<file path="config.mk">
export PLATFORM = sky130hd
export DESIGN_NAME = i2c_bus_evt_status
export DESIGN_NICKNAME = d
export VERILOG_FILES = /design/src/rtl/i2c_evt_pkg.sv /design/src/rtl/i2c_line_sync.sv /design/src/rtl/i2c_cond_detect.sv /design/src/rtl/i2c_stop_qual.sv /design/src/rtl/i2c_evt_flags.sv /design/src/rtl/i2c_bus_evt_status.sv
export SDC_FILE = /design/constraint.sdc
export NUM_CORES = 1
export LEC_CHECK = 0
export ABC_CLOCK_PERIOD_IN_PS = 900
export BUFFER_PORTS_ARGS = -buffer_cell sky130_fd_sc_hd__buf_4
export CORE_AREA = 2 2 39 41
export CTS_BUF_LIST = sky130_fd_sc_hd__clkbuf_16
export DETAILED_ROUTE_END_ITERATION = 10
export DIE_AREA = 0 0 41 43
export PLACE_DENSITY = 0.57
export REMOVE_ABC_BUFFERS = 1
export SYNTH_ARGS = -nofsm -noshare
export SYNTH_HDL_FRONTEND = slang
export SYNTH_SLANG_ARGS = --single-unit
</file>
<file path="constraint.sdc">
create_clock -name clk -period 0.9 [get_ports clk]
set_input_delay 0.135 -clock clk [delete_from_list [all_inputs] [get_ports clk]]
set_output_delay 0.135 -clock clk [all_outputs]
set_load 0.02 [all_outputs]
</file>
<file path="src/rtl/i2c_evt_pkg.sv">
package i2c_evt_pkg;

    localparam int BIT_START = 10;
    localparam int BIT_STOP  = 9;
    localparam int BIT_ACT   = 8;
    localparam int BIT_DONE  = 7;

    typedef struct packed {
        logic scl;
        logic sda;
    } bus_lines_t;

    typedef struct packed {
        logic start;
        logic stop;
        logic activity;
        logic done;
    } evt_stat_t;

    localparam bus_lines_t LINES_IDLE = '{scl: 1'b1, sda: 1'b1};

    function automatic logic stop_allowed(
        input logic master_mode,
        input logic cfg_if_addr,
        input logic cfg_if_mst,
        input logic addressed,
        input logic mst_active
    );
        if (master_mode)
            return cfg_if_mst ? mst_active : 1'b1;
        else
            return cfg_if_addr ? addressed : 1'b1;
    endfunction

endpackage

</file>
<file path="src/rtl/i2c_line_sync.sv">
module i2c_line_sync
    import i2c_evt_pkg::*;
#(
    parameter int SYNC_STAGES = 2
) (
    input  logic       clk,
    input  logic       rst,
    input  bus_lines_t raw,
    output bus_lines_t cur,
    output bus_lines_t prev
);
    localparam int CHAIN = SYNC_STAGES + 1;

    bus_lines_t chain_q [CHAIN];

    genvar g;
    generate
        for (g = 0; g < CHAIN; g++) begin : g_stage
            always_ff @(posedge clk) begin
                if (rst)
                    chain_q[g] <= LINES_IDLE;
                else if (g == 0)
                    chain_q[g] <= raw;
                else
                    chain_q[g] <= chain_q[(g == 0) ? 0 : g - 1];
            end
        end
    endgenerate

    assign cur  = chain_q[SYNC_STAGES - 1];
    assign prev = chain_q[SYNC_STAGES];
endmodule

</file>
<file path="src/rtl/i2c_cond_detect.sv">
module i2c_cond_detect
    import i2c_evt_pkg::*;
(
    input  logic       clk,
    input  logic       rst,
    input  bus_lines_t cur,
    input  bus_lines_t prev,
    output logic       start_pulse,
    output logic       stop_pulse,
    output logic       bus_busy
);
    logic scl_held_high;
    logic busy_q;

    assign scl_held_high = cur.scl & prev.scl;
    assign start_pulse   = scl_held_high & prev.sda & ~cur.sda;
    assign stop_pulse    = scl_held_high & ~prev.sda & cur.sda;

    always_ff @(posedge clk) begin
        if (rst)
            busy_q <= 1'b0;
        else if (start_pulse)
            busy_q <= 1'b1;
        else if (stop_pulse)
            busy_q <= 1'b0;
    end

    assign bus_busy = busy_q;
endmodule

</file>
<file path="src/rtl/i2c_stop_qual.sv">
module i2c_stop_qual
    import i2c_evt_pkg::*;
(
    input  logic clk,
    input  logic rst,
    input  logic stop_pulse,
    input  logic sar_match,
    input  logic master_mode,
    input  logic master_active,
    input  logic cfg_stop_if_addr,
    input  logic cfg_stop_if_mst_act,
    output logic stop_ok
);
    logic addressed_q;

    always_ff @(posedge clk) begin
        if (rst)
            addressed_q <= 1'b0;
        else if (stop_pulse)
            addressed_q <= 1'b0;
        else if (sar_match)
            addressed_q <= 1'b1;
    end

    assign stop_ok = stop_pulse & stop_allowed(master_mode, cfg_stop_if_addr,
                                               cfg_stop_if_mst_act, addressed_q,
                                               master_active);
endmodule

</file>
<file path="src/rtl/i2c_evt_flags.sv">
module i2c_evt_flags
    import i2c_evt_pkg::*;
(
    input  logic      clk,
    input  logic      rst,
    input  logic      start_pulse,
    input  logic      stop_ok,
    input  logic      bus_busy,
    input  logic      slv_tx_nack,
    input  logic      ctl_enable,
    input  logic      rd_clr_activity,
    input  logic      rd_clr_intr,
    output evt_stat_t flags
);
    evt_stat_t flags_q;
    evt_stat_t flags_d;
    logic      act_keep;

    assign act_keep = flags_q.activity & ~rd_clr_activity & ~rd_clr_intr;

    always_comb begin
        flags_d.start    = start_pulse | (flags_q.start & ~rd_clr_intr);
        flags_d.stop     = stop_ok     | (flags_q.stop  & ~rd_clr_intr);
        flags_d.done     = slv_tx_nack | (flags_q.done  & ~rd_clr_intr);
        flags_d.activity = ctl_enable & (start_pulse | bus_busy | act_keep);
    end

    always_ff @(posedge clk) begin
        if (rst)
            flags_q <= '0;
        else
            flags_q <= flags_d;
    end

    assign flags = flags_q;
endmodule

</file>
<file path="src/rtl/i2c_bus_evt_status.sv">
module i2c_bus_evt_status
    import i2c_evt_pkg::*;
#(
    parameter int SYNC_STAGES = 2
) (
    input  logic        clk,
    input  logic        rst,
    input  logic        scl_in,
    input  logic        sda_in,
    input  logic        ctl_enable,
    input  logic        master_mode,
    input  logic        sar_match,
    input  logic        master_active,
    input  logic        slv_tx_nack,
    input  logic        cfg_stop_if_addr,
    input  logic        cfg_stop_if_mst_act,
    input  logic        rd_clr_activity,
    input  logic        rd_clr_intr,
    output logic [10:7] raw_evt
);
    bus_lines_t raw_lines;
    bus_lines_t cur_lines;
    bus_lines_t prev_lines;
    logic       start_pulse;
    logic       stop_pulse;
    logic       bus_busy;
    logic       stop_ok;
    evt_stat_t  flags;

    assign raw_lines.scl = scl_in;
    assign raw_lines.sda = sda_in;

    i2c_line_sync #(.SYNC_STAGES(SYNC_STAGES)) u_sync (
        .clk  (clk),
        .rst  (rst),
        .raw  (raw_lines),
        .cur  (cur_lines),
        .prev (prev_lines)
    );

    i2c_cond_detect u_det (
        .clk         (clk),
        .rst         (rst),
        .cur         (cur_lines),
        .prev        (prev_lines),
        .start_pulse (start_pulse),
        .stop_pulse  (stop_pulse),
        .bus_busy    (bus_busy)
    );

    i2c_stop_qual u_qual (
        .clk                 (clk),
        .rst                 (rst),
        .stop_pulse          (stop_pulse),
        .sar_match           (sar_match),
        .master_mode         (master_mode),
        .master_active       (master_active),
        .cfg_stop_if_addr    (cfg_stop_if_addr),
        .cfg_stop_if_mst_act (cfg_stop_if_mst_act),
        .stop_ok             (stop_ok)
    );

    i2c_evt_flags u_flags (
        .clk             (clk),
        .rst             (rst),
        .start_pulse     (start_pulse),
        .stop_ok         (stop_ok),
        .bus_busy        (bus_busy),
        .slv_tx_nack     (slv_tx_nack),
        .ctl_enable      (ctl_enable),
        .rd_clr_activity (rd_clr_activity),
        .rd_clr_intr     (rd_clr_intr),
        .flags           (flags)
    );

    assign raw_evt[BIT_START] = flags.start;
    assign raw_evt[BIT_STOP]  = flags.stop;
    assign raw_evt[BIT_ACT]   = flags.activity;
    assign raw_evt[BIT_DONE]  = flags.done;
endmodule

</file>
### Word-level counts from Yosys, hierarchy flattened

Memories as Yosys holds them, arrays and structs flattened.
Cells that the tools add are included.

* multiplexer cells: 11
* bitwise gates (word level): 24
* reduce and logical (&&, ||, !) cells: 2

Operator list (number)
* AND 1 bit: 12
* 2-to-1 mux 1 bit: 8
* bitwise OR 1 bit: 8
* 2-to-1 mux 2 bit: 3
* inverter 1 bit: 4
* nonzero test 2 bit: 1
* OR reduction 2 bit: 1

* bits in registers: 6
* RAM bits: 6
* output and inout bits: 4
* word-level logic and storage cells: 44
* memories: 1

Memories
* u_sync.chain_q: depth 3, width 2, read ports 3, clocked after memory_dff 0, wr ports 3, line i2c_line_sync.sv:14 `bus_lines_t chain_q [CHAIN];`

### Longest topological paths before layout

Gate-level depths: netlist of run 1.

* depth in word-level cells: 6
* gate-level depth with buffers: 2
* gate-level depth less buffers: 2

### By module

A second synthesis of run 1 with hierarchy kept.

* cell total of the unflattened synthesis: 40
* area, all modules: 426.7 um2

By module, submodules not included
* i2c_line_sync: times used 1, cells each 12, area each 157.7 um2
* i2c_evt_flags: times used 1, cells each 13, area each 142.6 um2
* i2c_cond_detect: times used 1, cells each 9, area each 76.3 um2
* i2c_stop_qual: times used 1, cells each 6, area each 50.0 um2

### Least setup slack after synthesis of run 1

No wires, ideal clock.

* kind: reg-to-reg
* start: register u_flags.flags_q, in the netlist u_flags.flags[1]
* end: register u_flags.flags_q, in the netlist u_flags.flags[1]
* setup time: 0.088 ns
* arrival time: 1.027 ns
* required time: 0.812 ns
* slack: -0.215 ns
* stages on the path, launching flop included: 3
* buffers on the path: 0
* clock period less this slack: 1.115 ns
* path through: dfxtp_1 or3b_1 a311oi_2

* cells in the longest elaborated chain, start to end: 4

Ends and longest elaborated chain
* start, declared: line i2c_evt_flags.sv:15 `evt_stat_t flags_q;`
* start signal, assigned: line i2c_evt_flags.sv:32 `flags_q <= flags_d;`
* AND 1 bit (2 in a row): line i2c_evt_flags.sv:19 `assign act_keep = flags_q.activity & ~rd_clr_activity & ~rd_clr_intr;`
* bitwise OR 1 bit: line i2c_evt_flags.sv:25 `flags_d.activity = ctl_enable & (start_pulse | bus_busy | act_keep);`
* AND 1 bit: line i2c_evt_flags.sv:25

No other way between the ends.
A chain may end at the register's enable or synchronous reset.

### Final worst setup path of run 1

Ends and elaborated chain as after synthesis.

==> results of run 1 <==
synthesized netlist by cell type (2+ instances only):
| master | instances | area share [%] |
|---|---|---|
| or2_2 | 6 | 9.0 |
| dfxtp_1 | 12 | 58 |
| or3b_1 | 2 | 4.2 |
| inv_1 | 3 | 2.7 |
sequential cells by signal, summed over array words and instances, names as in the netlist:
register	flops
u_sync.chain_q	6
u_det.bus_busy	1
u_qual.addressed_q	1
u_flags.flags	4
cells by family after synthesis:
| group | Yosys count |
|---|---|
| AO/OA/AOI/OAI | 5 |
| flip-flops | 12 |
| buffers and inverters | 4 |
| AND/OR/NAND/NOR | 16 |
worst reg2reg max path: stages (launching register included):
cell,delay [ns]
dfxtp_2,0.31
or3b_4,0.37
a311oi_2,0.19
final timing paths:
check | slack [ns] | endpoint | start
worst max-delay path | -0.06 | u_flags.flags[1]$_SDFF_PP0_ | u_flags.flags[1]$_SDFF_PP0_
worst min-delay path | 0.08 | u_sync.chain_q[0][1]$_SDFF_PP1_ | scl_in
worst max register to register | -0.06 | u_flags.flags[1]$_SDFF_PP0_ | u_flags.flags[1]$_SDFF_PP0_
worst min register to register | 0.40 | u_sync.chain_q[1][1]$_SDFF_PP1_ | u_sync.chain_q[0][1]$_SDFF_PP1_
layer usage:
layer	vias up	wire, um	track usage [%]	part of all wire (%)
li1	170	-	-	-
met1	134	306	12.1	42
met2	12	342	12.2	47
met3	2	68	4.71	9.4
met4	0	8	8.00	1.1
met5	-	0	0	0
layout make-up:
class,instances,area [um2]
Timing Repair Buffer,18,135
Fill cell,133,728
Multi-Input combinational cell,21,168
Inverter,3,11.3
Clock buffer,3,75.1
Tap cell,16,20.0
Clock inverter,1,3.75
Sequential cell,12,243
per-stage QoR:
stage                     instance area (um2)  utilization, %  hold WS [ns]  instances  setup TNS (ns)
final                                     656            47.4        0.0826         74         -0.0874
after CTS                                 643            46.5        0.0796         73         -0.0930
after global routing                      656            47.4        0.0793         74          -0.186
after detailed placement                  559            40.4         0.323         69          -0.216
after floorplan                           412               -         0.204         36          -0.295
after global placement                    559            40.4         0.323         69          -0.192
report_power, final:
group / total (uW) / internal (uW) / switching (uW) / leakage, uW
registers: 567 / 558 / 8.56 / 0.0000995
logic: 110 / 69.8 / 40.4 / 0.000157
clock network: 802 / 584 / 219 / 0.0000385
total: 1480 / 1210 / 268 / 0.000295
what timing repair did:
item                                   4_1_cts  5_1_grt
setup endpoints to repair                    2        3
buffers inserted                             0        1
endpoints found under the hold margin        0        0
pin swaps                                    3        1
gates resized for setup                      3        1
==> results.json, run 1 <==
{
  "status": "finished, violations left",
  "violations": "setup timing",
  "die_height_um": 43,
  "finalCritPeriodShare_pct": 107,
  "numCtsBuffers": 3,
  "rsz0062_at_grt": "yes",
  "yosys.area_share.simple_pct": 27.7,
  "peakVddDrop_v": 0.00128,
  "grt_usage_pct": 9.79,
  "hold_depth": 2,
  "synth_top_family_by_area": "simple AND/OR/NAND/NOR gates",
  "synthArstFlopShare_pct": 0,
  "r2r.worst_path.cells": 2,
  "cpPeakStageDelay_ns": 0.37,
  "ys.flop_type": "dfxtp_1",
  "slowest_stage": "or3b_4",
  "start_kind": "register",
  "path_depth": 2,
  "yosysWarnings": 0,
  "grt_max_degree": 13,
  "start_util_pct": 30.0,
  "worstSetupPathType": "reg -> reg",
  "p_leak_uw": 0.000295,
  "path_max_fanout": 2,
  "maxSlewViolCount": 0,
  "grt_pass1_vias": 282,
  "fmax_mhz": 1040,
  "antenna_cells": 0,
  "path_buf_inv": 0,
  "io_pins": 17,
  "cts_tree": "yes",
  "crit_path_end_kind": "register",
  "synth.avg_cell_area_um2": 11.2,
  "antenna_found_initial": 0,
  "final_nets": 72,
  "layout_common_cells": "buf_4, dfxtp_1, or2_2",
  "synth_xor_area_share_pct": 0,
  "ctsHoldBuffers": 0,
  "clk_latency_ns": 0.24,
  "finalPower_uw": 1480,
  "syn-instance-count": 37,
  "synth_compound_area_share_pct": 10.8,
  "p_per_area_nw_per_um2": 2260,
  "rows": 14,
  "ant_nets": 0,
  "worst_slew_margin_rel_pct": 88.4,
  "drc": 0,
  "crit_family": "simple AND/OR/NAND/NOR gates",
  "crit_chain": "or3b_4 -> a311oi_2",
  "synth-edff-count": 0,
  "synth_seq_cells": 12,
  "cp.arrival_ns": 1.11,
  "tightestPinTransition_ns": 0.173,
  "htree_levels": 1,
  "overflow": 0,
  "grt_pass1_wl_um": 1090,
  "hold_path.class": "in -> reg",
  "fin_skew_ns": 0.00168,
  "wirelength_um": 725,
  "fin_crit_ns": 0.961,
  "die_x_um": 41,
  "via_count": 318,
  "synthMuxAreaShare_pct": 0,
  "routedWlPerCell_um": 9.80,
  "viasPerCell": 4.30,
  "preCtsSetupSlack_ns": -0.125,
  "critPathRequiredTime_ns": 1.04,
  "port_buffers": 16,
  "place_hpwl_um": 529,
  "cap_viol_max_count": 0,
  "area_growth_pct": 57.8,
  "ys_seq_area_share_pct": 57.8,
  "clk_path_buf_depth": 2,
  "layout_setup_ws_ns": -0.0612,
  "hold_violations": 0,
  "drt_iter0_drc": 4,
  "synth_fa_ha_area_share_pct": 0,
  "die_area_um2": 1760,
  "synth_area_um2": 415,
  "firstDrtPassIters": 3,
  "layout-drive-gt1-share_pct": 58.6,
  "cts.sinks": 12,
  "cts_root_buffer": "clkbuf_16",
  "setup_viol": 2,
  "path_clk_slew_ns": 0.04,
  "layout_commonest_cell": "buf_4",
  "gp_congestion": 0.630,
  "synth_cell_types": 18,
  "fp.coreArea_um2": 1380
}
No activity file was read; power rests on OpenSTA's default activity.
==> run 2: changes to the inputs <==
MAX_ROUTING_LAYER = met4   (was default)
==> run 2 against run 1 <==
Compared with the run above:
- the flow still finishes with violations (setup timing)
- flip-flop and latch count stayed put
- first-iteration DRC count stayed put
- setup slack hardly changed
- sequential share of layout area stayed put
- power hardly changed
- sequential power hardly changed
- global-route usage is 0.24 points higher
- hold slack stayed put
- final cell count stayed put
==> results.json, run 2 (synthesized netlist as in run 1, its figures left out) <==
{
  "violations": "setup timing",
  "firstDrtPassIters": 3,
  "worstSetupPathType": "reg -> reg",
  "cts.sinks": 12,
  "tightestPinTransition_ns": 0.173,
  "antenna_found_initial": 0,
  "finalCritPeriodShare_pct": 107,
  "drc": 0,
  "cp.arrival_ns": 1.11,
  "routedWlPerCell_um": 9.85,
  "largest_register_ffs": 6,
  "fmax_mhz": 1040,
  "start_kind": "register",
  "fin_skew_ns": 0.00168,
  "gp_congestion": 0.635,
  "peakVddDrop_v": 0.00128,
  "path_max_fanout": 2,
  "grt_max_degree": 13,
  "overflow": 0,
  "fp.coreArea_um2": 1380,
  "rr_endpoint": "u_flags.flags[1]$_SDFF_PP0_",
  "wirelength_um": 729,
  "path_clk_slew_ns": 0.04,
  "num-fill-cells": 133,
  "p_leak_uw": 0.000295,
  "rows": 14,
  "dp.cells": 69,
  "cap_viol_max_count": 0,
  "worst_slew_margin_rel_pct": 88.4,
  "hold_violations": 0,
  "via_count": 318,
  "p_per_area_nw_per_um2": 2260,
  "layout-drive-gt1-share_pct": 58.6,
  "setup_viol": 2,
  "layout_commonest_cell": "buf_4",
  "min_to": "u_sync.chain_q[0][1]$_SDFF_PP1_",
  "ctsHoldBuffers": 0,
  "start_util_pct": 30.0,
  "grt_usage_pct": 10.0,
  "grt_pass1_vias": 284,
  "stdcell_area_um2": 656,
  "cpPeakStageDelay_ns": 0.37,
  "antenna_cells": 0,
  "area_growth_pct": 57.8,
  "r2r_setup_slack_ns": -0.06,
  "htree_levels": 1,
  "cts_root_buffer": "clkbuf_16",
  "critPathRequiredTime_ns": 1.04,
  "place_hpwl_um": 529,
  "clk_path_buf_depth": 2,
  "slowest_stage": "or3b_4",
  "fin_crit_ns": 0.961,
  "grt_pass1_wl_um": 1090,
  "regMostFlops": "u_sync.chain_q",
  "die_area_um2": 1760,
  "numCtsBuffers": 3,
  "worst_hold_slack_ns": 0.0826,
  "crit_path_end_kind": "register",
  "holdCritStartpoint": "scl_in",
  "port_buffers": 16,
  "finalNonFillerCells": 74,
  "io_pins": 17,
  "placed_area_um2": 559,
  "crit_chain": "or3b_4 -> a311oi_2",
  "layout_setup_ws_ns": -0.0612,
  "rsz0062_at_grt": "yes",
  "r2r.worst_path.cells": 2,
  "viasPerCell": 4.30,
  "cts_tree": "yes",
  "layout_common_cells": "buf_4, dfxtp_1, or2_2",
  "status": "finished, violations left",
  "hold_path.class": "in -> reg",
  "die_x_um": 41,
  "hold_depth": 2,
  "r2r-start": "u_flags.flags[1]$_SDFF_PP0_",
  "drt_iter0_drc": 4,
  "die_height_um": 43,
  "finalPower_uw": 1480,
  "final_nets": 72,
  "ant_nets": 0,
  "maxSlewViolCount": 0,
  "clk_latency_ns": 0.24
}
-- run 2: cell counts in the layout (fill, tap and decap cells not counted) --
No cell type changed its count.
-- run 2: critical path, delay by kind of cell (launching register included) --
kind	cells	cell delay, ns
compound gates	1	0.19
flops	1	0.31
simple gates	1	0.37
-- run 2: where the power goes --
group | internal (uW) | switching (uW)
sequential | 558 | 8.56
combinational | 69.8 | 40.6
clock | 584 | 219
total | 1210 | 268
-- run 2: timing repair --
action	4_1_cts	5_1_grt
setup buffers	0	1
pin swaps	3	1
resized for setup	3	1
endpoints found under the hold margin	0	0
setup endpoints to repair	2	3
-- run 2: through the flow --
step                worst slack, ns  util [%]  setup TNS [ns]
CTS                         -0.0666      46.5         -0.0930
global placement            -0.0966      40.4          -0.192
floorplan                    -0.215         -          -0.295
detailed placement           -0.125      40.4          -0.216
finish                      -0.0612      47.4         -0.0874
global route                -0.0978      47.4          -0.186
-- run 2: worst max path at each step --
stage                                start                          end  slack [ns]  cells past startpoint
2_1_floorplan  u_flags.flags[1]$_SDFF_PP0_  u_flags.flags[1]$_SDFF_PP0_       -0.22                      2
3_5_place_dp   u_flags.flags[1]$_SDFF_PP0_  u_flags.flags[1]$_SDFF_PP0_       -0.13                      2
3_3_place_gp   u_flags.flags[1]$_SDFF_PP0_  u_flags.flags[1]$_SDFF_PP0_        -0.1                      2
5_1_grt        u_flags.flags[1]$_SDFF_PP0_  u_flags.flags[1]$_SDFF_PP0_        -0.1                      2
4_1_cts        u_flags.flags[1]$_SDFF_PP0_  u_flags.flags[1]$_SDFF_PP0_       -0.07                      2
6_report       u_flags.flags[1]$_SDFF_PP0_  u_flags.flags[1]$_SDFF_PP0_       -0.06                      2
-- run 2: layout make-up --
cell class	instances	area (um2)	share of cell area [%]
multi-input cells	21	168	25.6
clock inverters	1	3.75	0.573
repair buffers	18	135	20.6
clock buffers	3	75.1	11.5
well taps	16	20.0	3.05
inverters	3	11.3	1.72
flip-flops and latches	12	243	37.0
-- run 2: per-layer routing --
layer | share of wire [%] | global-route usage, % | vias to the layer above
li1 | - | - | 170
met3 | 9.3 | 4.71 | 2
met4 | 1.1 | 8.00 | 0
met5 | 0 | - | -
met1 | 43 | 12.1 | 134
met2 | 47 | 12.2 | 12
